`config.mk`:
```
export PLATFORM = sky130hd
export DESIGN_NAME = mitch_log_mult
export DESIGN_NICKNAME = d
export VERILOG_FILES = /design/src/rtl/mitch_pkg.sv /design/src/rtl/mitch_lod.sv /design/src/rtl/mitch_corr_rom.sv /design/src/rtl/mitch_antilog.sv /design/src/rtl/mitch_log_mult.sv
export SDC_FILE = /design/constraint.sdc
export NUM_CORES = 1
export LEC_CHECK = 0
export ABC_AREA = 0
export BUFFER_PORTS_ARGS = -buffer_cell sky130_fd_sc_hd__buf_4
export CAP_MARGIN = 20
export CELL_PAD_IN_SITES_DETAIL_PLACEMENT = 0
export CELL_PAD_IN_SITES_GLOBAL_PLACEMENT = 1
export CORE_UTILIZATION = 47
export CTS_BUF_LIST = sky130_fd_sc_hd__clkbuf_8
export CTS_CLUSTER_DIAMETER = 200
export CTS_CLUSTER_SIZE = 14
export DETAILED_ROUTE_END_ITERATION = 10
export PLACE_DENSITY = 0.94
export SYNTH_ARGS = -nofsm -noshare
export SYNTH_HDL_FRONTEND = slang
export SYNTH_HIERARCHICAL = 1
export SYNTH_SLANG_ARGS = --single-unit
```
`constraint.sdc`:
```
create_clock -name clk_i -period 0.8 [get_ports clk_i]
set_clock_uncertainty 0.15 [all_clocks]
set_input_delay 0.16 -clock clk_i [delete_from_list [all_inputs] [get_ports clk_i]]
set_output_delay 0.16 -clock clk_i [all_outputs]
set_load 0.01 [all_outputs]
```
`src/rtl/mitch_pkg.sv`:
```
package mitch_pkg;
  // average log-domain error of the plain method over fraction cells (i, j),
  // in units of 1/(2*d*d), d = 2^(idx_w+1)
  function automatic int unsigned corr_calc(int unsigned i, int unsigned j,
                                            int unsigned idx_w);
    int unsigned d, a, b, q, full, t, s;
    d    = 2 << idx_w;
    a    = d + 2 * i + 1;
    b    = d + 2 * j + 1;
    q    = a * b;
    full = 2 * d * d;
    t    = (q < full) ? (2 * q - full) : q;
    s    = 4 * d * (i + j + 1);
    return t - s;
  endfunction
endpackage

```
`src/rtl/mitch_lod.sv`:
```
module mitch_lod #(
  parameter int DATA_W = 16,
  parameter int CHAR_W = 4,
  parameter int FRAC_W = 15
) (
  input  logic [DATA_W-1:0] op_i,
  output logic [CHAR_W-1:0] char_o,
  output logic [FRAC_W-1:0] frac_o
);
  logic [CHAR_W-1:0] sh;

  always_comb begin
    char_o = '0;
    for (int p = 0; p < DATA_W; p++)
      if (op_i[p]) char_o = CHAR_W'(p);
  end

  assign sh     = CHAR_W'(FRAC_W) - char_o;
  assign frac_o = FRAC_W'(op_i << sh);
endmodule

```
`src/rtl/mitch_corr_rom.sv`:
```
module mitch_corr_rom #(
  parameter int IDX_W  = 3,
  parameter int CORR_W = 8
) (
  input  logic [2*IDX_W-1:0] idx_i,
  output logic [CORR_W-1:0]  corr_o
);
  localparam int DEPTH = 1 << (2 * IDX_W);
  localparam int MASK  = (1 << IDX_W) - 1;

  logic [CORR_W-1:0] rom [DEPTH];

  for (genvar e = 0; e < DEPTH; e++) begin : g_rom
    assign rom[e] = CORR_W'(mitch_pkg::corr_calc(e >> IDX_W, e & MASK, IDX_W));
  end

  assign corr_o = rom[idx_i];
endmodule

```
`src/rtl/mitch_antilog.sv`:
```
module mitch_antilog #(
  parameter int FRAC_W = 15,
  parameter int INT_W  = 6,
  parameter int PROD_W = 32
) (
  input  logic [INT_W-1:0]  int_i,
  input  logic [FRAC_W-1:0] frac_i,
  output logic [PROD_W-1:0] res_o
);
  localparam int WIDE_W = FRAC_W + 1 + PROD_W;

  logic [WIDE_W-1:0] wide;

  assign wide = WIDE_W'({1'b1, frac_i}) << int_i;

  always_comb begin
    if (int_i >= INT_W'(PROD_W)) res_o = '1;
    else                         res_o = PROD_W'(wide >> FRAC_W);
  end
endmodule

```
`src/rtl/mitch_log_mult.sv`:
```
module mitch_log_mult #(
  parameter int DATA_W = 16,
  parameter int IDX_W  = 3
) (
  input  logic                  clk_i,
  input  logic                  rst_ni,
  input  logic [DATA_W-1:0]     op_a_i,
  input  logic [DATA_W-1:0]     op_b_i,
  output logic [2*DATA_W-1:0]   prod_o
);
  localparam int FRAC_W    = DATA_W - 1;
  localparam int CHAR_W    = $clog2(DATA_W);
  localparam int PROD_W    = 2 * DATA_W;
  localparam int INT_W     = $clog2(PROD_W) + 1;
  localparam int CORR_FRAC = 2 * IDX_W + 3;
  localparam int CORR_W    = CORR_FRAC - 1;
  localparam int SUM_W     = FRAC_W + 2;

  logic [DATA_W-1:0] ops   [2];
  logic [CHAR_W-1:0] chars [2];
  logic [FRAC_W-1:0] fracs [2];
  logic [CORR_W-1:0] corr;
  logic [SUM_W-1:0]  frac_sum;
  logic [INT_W-1:0]  int_sum;
  logic [PROD_W-1:0] res;
  logic              zero_op;
  logic [PROD_W-1:0] prod_q;

  assign ops[0] = op_a_i;
  assign ops[1] = op_b_i;

  for (genvar g = 0; g < 2; g++) begin : g_log
    mitch_lod #(.DATA_W(DATA_W), .CHAR_W(CHAR_W), .FRAC_W(FRAC_W)) u_lod (
      .op_i   (ops[g]),
      .char_o (chars[g]),
      .frac_o (fracs[g])
    );
  end

  mitch_corr_rom #(.IDX_W(IDX_W), .CORR_W(CORR_W)) u_rom (
    .idx_i  ({fracs[0][FRAC_W-1 -: IDX_W], fracs[1][FRAC_W-1 -: IDX_W]}),
    .corr_o (corr)
  );

  // correction is aligned from weight 2^-CORR_FRAC onto the fraction grid
  assign frac_sum = SUM_W'(fracs[0]) + SUM_W'(fracs[1])
                  + (SUM_W'(corr) << (FRAC_W - CORR_FRAC));
  assign int_sum  = INT_W'(chars[0]) + INT_W'(chars[1])
                  + INT_W'(frac_sum[SUM_W-1:FRAC_W]);

  mitch_antilog #(.FRAC_W(FRAC_W), .INT_W(INT_W), .PROD_W(PROD_W)) u_alog (
    .int_i  (int_sum),
    .frac_i (frac_sum[FRAC_W-1:0]),
    .res_o  (res)
  );

  assign zero_op = (op_a_i == '0) || (op_b_i == '0);

  always_ff @(posedge clk_i or negedge rst_ni) begin
    if (!rst_ni)      prod_q <= '0;
    else if (zero_op) prod_q <= '0;
    else              prod_q <= res;
  end

  assign prod_o = prod_q;
endmodule

```
======== Word-level counts from Yosys, hierarchy flattened ========
Memory sizes are Yosys's and may differ from the RTL's.
Cells that the tools add are included.
storage, ports and cells
  flip-flop bits (word level) ............. 32
  latch bits .............................. 0
  bits in writable memories ............... 0
  bits in read-only memories .............. 512
  bits of input ports ..................... 34
  output and inout port bits .............. 32
  word-level logic and storage cells ...... 51
  memories ................................ 1
memory list
  memory           depth  bits a word  rd ports  clocked after Yosys merged registers in  wr ports  RTL line              text
  (no name shown)  64     8            1         0                                        0         mitch_corr_rom.sv:17  assign corr_o = rom[idx_i];
cells by class
  $add $sub $neg .......................... 6
  multiply operators ...................... 0
  div/mod/pow operators ................... 0
  order comparisons ....................... 2
  eq/ne operators ......................... 0
  shifts and indexed selects .............. 3
  mux-type cells .......................... 34
  bitwise logic cells ..................... 1
  reduce and logical (&&, ||, !) cells .... 3
operators with widths
  operator             number
  $mux 32              2
  $mux 4               16
  $shl 16x6->47        1
  $logic_not 16->1     2
  $shl 16x4->15        2
  $mux 3               8
  $add 16x14->17       1
  $add 15x15->16       1
  $mux 8               2
  $mux 2               4
  $sub 4x4->4 const A  2
  $ge 7x7->1 const B   1
  $not 6->7            1
  $add 5x2->6          1
  $ge 6x6->1 const B   1
  $add 4x4->5          1
  $mux 1               2
  $logic_or 1x1->1     1

======== Longest topological paths before layout ========
Gate-level depths: netlist of the first run.
  word-level depth ........................ 26
  depth in mapped cells ................... 37
  gate-level depth less buffers ........... 33

======== Cells and area by module ========
The synthesis of the first run kept the hierarchy.
modules (own cells, without submodules)
  module          times used  cells an instance  area an instance (um^2)  sequential area each (um^2)
  mitch_log_mult  1           203                2174.6                   800.8
  mitch_lod       2           161                1062.3                   0.0
  mitch_antilog   1           198                1506.4                   0.0
  mitch_corr_rom  1           103                763.2                    0.0

======== Worst setup path before layout of the first run ========
No wires, ideal clock.
  path kind ............................... input-to-reg
  start ................................... input op_b_i[15]
  end ..................................... register prod_q[0], in the netlist prod_o[0]
  setup time .............................. 120 ps
  arrival time ............................ 7731 ps
  required time ........................... 530 ps
  setup slack ............................. -7201 ps
  stages .................................. 32
  path buffers ............................ 4
  path through ............................ clkbuf_1 > or4_1 > nor2_1 > clkinv_1 > nand2_1 > o221ai_1 > o211ai_1 > inv_1 > ha_1 > nor2b_2 > a21o_1 > a2111oi_2 > a211oi_2 > fa_1 > ha_1 > a21oi_1 > o21ai_0 > a221o_1 > a211oi_1 > xor2_1 > fa_1 > inv_1 > ha_1 > fa_1 > xor2_1 > buf_2 > buf_2 > buf_2 > nand3_1 > a311oi_2 > a21oi_1 > and3_1
RTL lines
  what                  RTL line              text
  from (decl)           mitch_log_mult.sv:8   input logic [DATA_W-1:0] op_b_i,
  to (signal assigned)  mitch_log_mult.sv:62  else prod_q <= res;
  to (decl)             mitch_log_mult.sv:27  logic [PROD_W-1:0] prod_q;

==> results.md, run 1 <==
- Post-DP HPWL: 18,230 um
- Clock transition at path regs: 0.07 ns
- CTS max path bufs: 2
- Distinct cell type count of the synthesized netlist: 90
- Die Footprint: 14,450 um2
- Fin crit share: 939.2%
- CP peak stage delay: 0.50 ns
- Pwr dens: 3950 nW/um2
- Total power: 0.04249 W
- Port Buf Inserts: 65
- Synth top area share: 12.19%
- Layout cell share with drive strength beyond 1: 50.68%
- WHS: -0.3490 ns
- Total CTS buffers: 5
- Max reg flops: 32
- Max IR drop VDD: 2267 uV
- Clock Sinks: 32
- Synth top cells by count: 57 x nor2_1, 48 x nand2_1, 47 x a21oi_1
- Pin slew with the least headroom to its limit: 0.6866 ns
- Final setup violation count: 64
- Worst min-delay path category: in2async
- Synth area leaders: dfrtp_1 12%, ha_1 6.5%, mux2i_1 5.8%
- Critical path's slowest cell: fa_1
- CTS root buf: clkbuf_8
- Yosys warnings: 6
- Final ANT Viol Nets: 0
- Rel. slew slack: 53.90%
- I/O pins: 66
- Prevailing post-synth register cell: dfrtp_1
- Count leader, synth: nor2_1
- Placement-stage cell area: 9432 um2
- Post-synth EDFFs: 0
- Wirelength per Cell: 22.40 um
- Area leader, netlist: dfrtp_1
- Nets: 1,250
- Status: finished, violations left
- Post-Synthesis Cells: 826
- Pleak: 4.921 nW
- Gr usage total: 34.75%
- Layout Cells excl Fill: 1,346
- Register area share after synthesis: 12.19%
- Synth Area per Inst: 7.953 um2
- RSZ-0062 raised after global routing: true
- CP required: 0.86 ns
- Finished Cell Area: 10,760 um2
- Final Hold Fails: 32
- Fin util: 79.96%
- Worst setup EP type: flop
- Yosys reg bits: 32
- Crit-path max FO: 14
- CP Class: in2reg
- First-pass GRT wire length: 40,790 um
- Vias per inst: 6.808
- Final worst slack: -6.714 ns
- Row count: 42
- Initial antenna violation count: 0
- Synth-to-layout area growth: 63.75%
- Via Count: 9,164
- Starting Density: 48.83%
- Max Cap Violations: 0
- Die X: 120.2 um
- Tmin final: 7.514 ns
- Core Box Area: 13,450 um2
- Crit path arrival time: 7.58 ns
- Vias in the first global route: 8,383
- FMAX: 133.1 MHz
- Routability cong.: 0.9839
- Startpoint types: primary input
- Largest net degree at the start of global routing: 33
- Placed insts: 1,301
- CTS HTree Levels: 2
- Global route overflow: 0
- Failing checks: hold timing, setup timing
- WL final: 30,150 um
- DRT iter0 DRCs: 917
- Ys async rst share: 100.0%
- Antenna cell count: 0
- Mapped cell area: 6569 um2
- DRC: 0
- Fin. max-slew vios: 0
- CTS tree: built
- DR pass1 iterations: 6
- Synth Net Count: 906
- Height of the die: 120.2 um
## cells in the final DEF (no fill, tap or decap), drive strengths merged, types with 23 or more instances in the layout
| cell type | count |
|---|---|
| buf | 403 |
| nor2 | 57 |
| nand2 | 48 |
| o21ai | 48 |
| a21oi | 47 |
| inv | 46 |
| mux2i | 39 |
| and3 | 37 |
| ha | 34 |
| dfrtp | 32 |
| nand3 | 30 |
| nor2b | 23 |
## critical path: cells and delay by family
| kind | cells | cell delay, ns |
|---|---|---|
| compound gates | 12 | 2.65 |
| fa+ha+maj | 6 | 1.94 |
| buf+inv | 11 | 1.42 |
| simple gates | 6 | 0.79 |
| mux | 1 | 0.09 |
| xor+xnor | 2 | 0.53 |
## per-layer routing
layer | global-route usage, % | part of all wire, %
met1 | 42.12 | 35
met2 | 60.81 | 46
met3 | 3.443 | 10
met4 | 17.98 | 8.7
met5 | 0 | 0
## metrics by stage
stage                     setup WS [ns]  setup TNS, ns
after floorplan                  -6.532        -205.23
after global placement           -6.591        -207.60
after detailed placement         -6.773        -211.83
after CTS                        -6.226        -204.30
after global routing             -7.002        -226.49
final                            -6.714        -219.29
## cell families after synthesis
group,share of synthesized area (%)
xor+xnor,2.133
flops,12.19
buf+inv,8.438
fa+ha+maj,10.13
compound gates,34.23
other cells,0.05709
mux,11.22
simple gates,21.60
## where the power goes
group          switching (W)  total [W]  leakage (nW)  internal [W]
clock               0.000611    0.00120        0.0400      0.000589
combinational         0.0194     0.0384          4.49        0.0190
sequential          0.000420    0.00290         0.390       0.00248
## timing repair
item | in CTS | in global routing
setup endpoints to repair | 64 | 64
hold endpoints to repair | 32 | 32
buffers inserted | 18 | 20
cloned | 2 | 0
resized for setup | 100 | 104
pin swaps | 27 | 48
## worst paths after layout
check / startpoint / to / slack (ns) / cells past startpoint
min in group clk_i: op_b_i[3] / prod_o[29] / 0.60 / 5
worst min-delay path: rst_ni / prod_o[13] / -0.35 / 1
max in group asynchronous: rst_ni / prod_o[16] / 0.57 / 1
worst max-delay path: op_b_i[11] / prod_o[18] / -6.71 / 38
## cell type report
class                      count  area (um2)
clock buffer                   5       68.82
clock inverter                 2       12.51
fill                         751        2696
inverter                      49       191.4
multi-input combinational    678        6066
sequential                    32       800.8
tap                          176       220.2
timing repair buffer         404        3397
Power figures use the tool's default switching activity.
==> run 2, diff against run 1 <==
--- a/config.mk
+++ b/config.mk
@@ -15,7 +15,7 @@
 export CTS_CLUSTER_DIAMETER = 200
 export CTS_CLUSTER_SIZE = 14
 export DETAILED_ROUTE_END_ITERATION = 10
-export PLACE_DENSITY = 0.94
+export PLACE_DENSITY_LB_ADDON = 0.1
 export SYNTH_ARGS = -nofsm -noshare
 export SYNTH_HDL_FRONTEND = slang
 export SYNTH_HIERARCHICAL = 1
==> results.md, run 2 (synthesized netlist as in run 1, its figures left out) <==
- Status: finished, violations left
- Failing checks: hold timing, setup timing
- Height of the die: 120.2 um
- Critical path's slowest cell: mux2i_1
- Routability cong.: 1.002
- Placement-stage cell area: 9226 um2
- FMAX: 132.3 MHz
- Finished Cell Area: 10,530 um2
- WL final: 28,810 um
- CTS root buf: clkbuf_8
- DRC: 0
- Fill count: 871
- Fin crit share: 945.1%
- Final setup violation count: 64
- Via Count: 8,734
- Initial antenna violation count: 1
- Most frequent cells in the layout: 323 x buf_4, 49 x nor2_1, 49 x buf_6
- Rel. slew slack: 39.25%
- Pin slew with the least headroom to its limit: 0.8859 ns
- CTS tree: built
- CP peak stage delay: 0.75 ns
- CP required: 0.83 ns
- Starting Density: 48.83%
- Fin. max-slew vios: 0
- Pwr dens: 3998 nW/um2
- First-pass GRT wire length: 41,070 um
- CTS HTree Levels: 2
- CTS max path bufs: 2
- Post-DP HPWL: 19,000 um
- Final ANT Viol Nets: 0
- Startpoint types: primary input
- Total CTS buffers: 5
- Global route overflow: 0
- Pleak: 4.790 nW
- Vias in the first global route: 8,156
- Wirelength per Cell: 21.71 um
- Max IR drop VDD: 2390 uV
- Largest net degree at the start of global routing: 33
- Gr usage total: 34.98%
- Die Footprint: 14,450 um2
- Worst setup EP type: flop
- Nets: 1,230
- WHS: -0.3487 ns
- Crit-path max FO: 9
- Crit path arrival time: 7.59 ns
- Antenna cell count: 0
- Clock transition at path regs: 0.07 ns
- Worst min-delay path category: in2async
- Vias per inst: 6.582
- Final Hold Fails: 32
- Die X: 120.2 um
- CP Class: in2reg
- Max Cap Violations: 0
- Clock Sinks: 32
- Fin util: 78.27%
- Tmin final: 7.561 ns
- Total power: 0.04210 W
- Core Box Area: 13,450 um2
- I/O pins: 66
- Port Buf Inserts: 65
- Layout cell share with drive strength beyond 1: 48.48%
- RSZ-0062 raised after global routing: true
- Synth-to-layout area growth: 60.30%
- DRT iter0 DRCs: 1,159
- Row count: 42
- DR pass1 iterations: 6
- Max reg flops: 32
- Final worst slack: -6.761 ns
- Most common cell after layout, fill and taps aside: buf_4
-- run 2: cell types whose count changed in the layout (fill, tap and decap cells not counted), sizes merged --
cell	change
bufbuf	-1
clkinv	-1
buf	-20
inv	-1
bufinv	+1
clkbuf	+3
-- run 2: what timing repair did --
action | 4_1_cts | 5_1_grt
pin swaps | 33 | 33
setup buffers | 23 | 19
endpoints found under the setup margin | 64 | 64
gates resized for setup | 121 | 61
hold endpoints to repair | 32 | 32
cloned | 2 | 1
-- run 2: final timing paths --
kind | start | to | slack [ns] | cells after the start
setup / recovery | op_b_i[2] | prod_o[8] | -6.76 | 31
max in group asynchronous | rst_ni | prod_o[23] | 0.55 | 1
min in group clk_i | op_a_i[8] | prod_o[11] | 0.47 | 5
hold / removal | rst_ni | prod_o[4] | -0.35 | 1
-- run 2: layout make-up --
type / instances / area [um2] / share of cell area (%)
repair buffers: 384 / 3232 / 30.69
clock buffers: 7 / 96.34 / 0.9149
inverters: 49 / 197.7 / 1.877
clock inverters: 1 / 30.03 / 0.2852
multi-input cells: 678 / 5953 / 56.54
well taps: 176 / 220.2 / 2.091
flip-flops and latches: 32 / 800.8 / 7.605
-- run 2: through the flow --
step | worst slack (ns) | instances | setup TNS, ns
final | -6.761 | 1327 | -215.69
after floorplan | -6.532 | 826 | -205.23
after global routing | -6.946 | 1327 | -222.59
after CTS | -6.237 | 1309 | -204.77
after detailed placement | -6.855 | 1277 | -214.40
after global placement | -6.683 | 1277 | -210.49
-- run 2: report_power, final --
group	switching, W	total, W	internal, W	leakage (nW)
sequential	0.000428	0.00290	0.00247	0.390
clock	0.000638	0.00174	0.00110	0.0645
combinational	0.0191	0.0375	0.0184	4.34
-- run 2: layer usage --
layer,wire length [um],part of all wire (%),global-route usage [%]
met5,0,0,0
met4,1603,5.6,10.19
met3,2558,8.9,3.915
met2,13620,47,59.84
met1,11030,38,46.30
-- run 2: critical path: cells and delay by family --
family          cells  cell delay (ns)
fa+ha+maj           4             1.45
mux                 3             1.39
xor+xnor            1             0.24
compound gates     13             2.90
buf+inv             7             0.99
simple gates        3             0.46
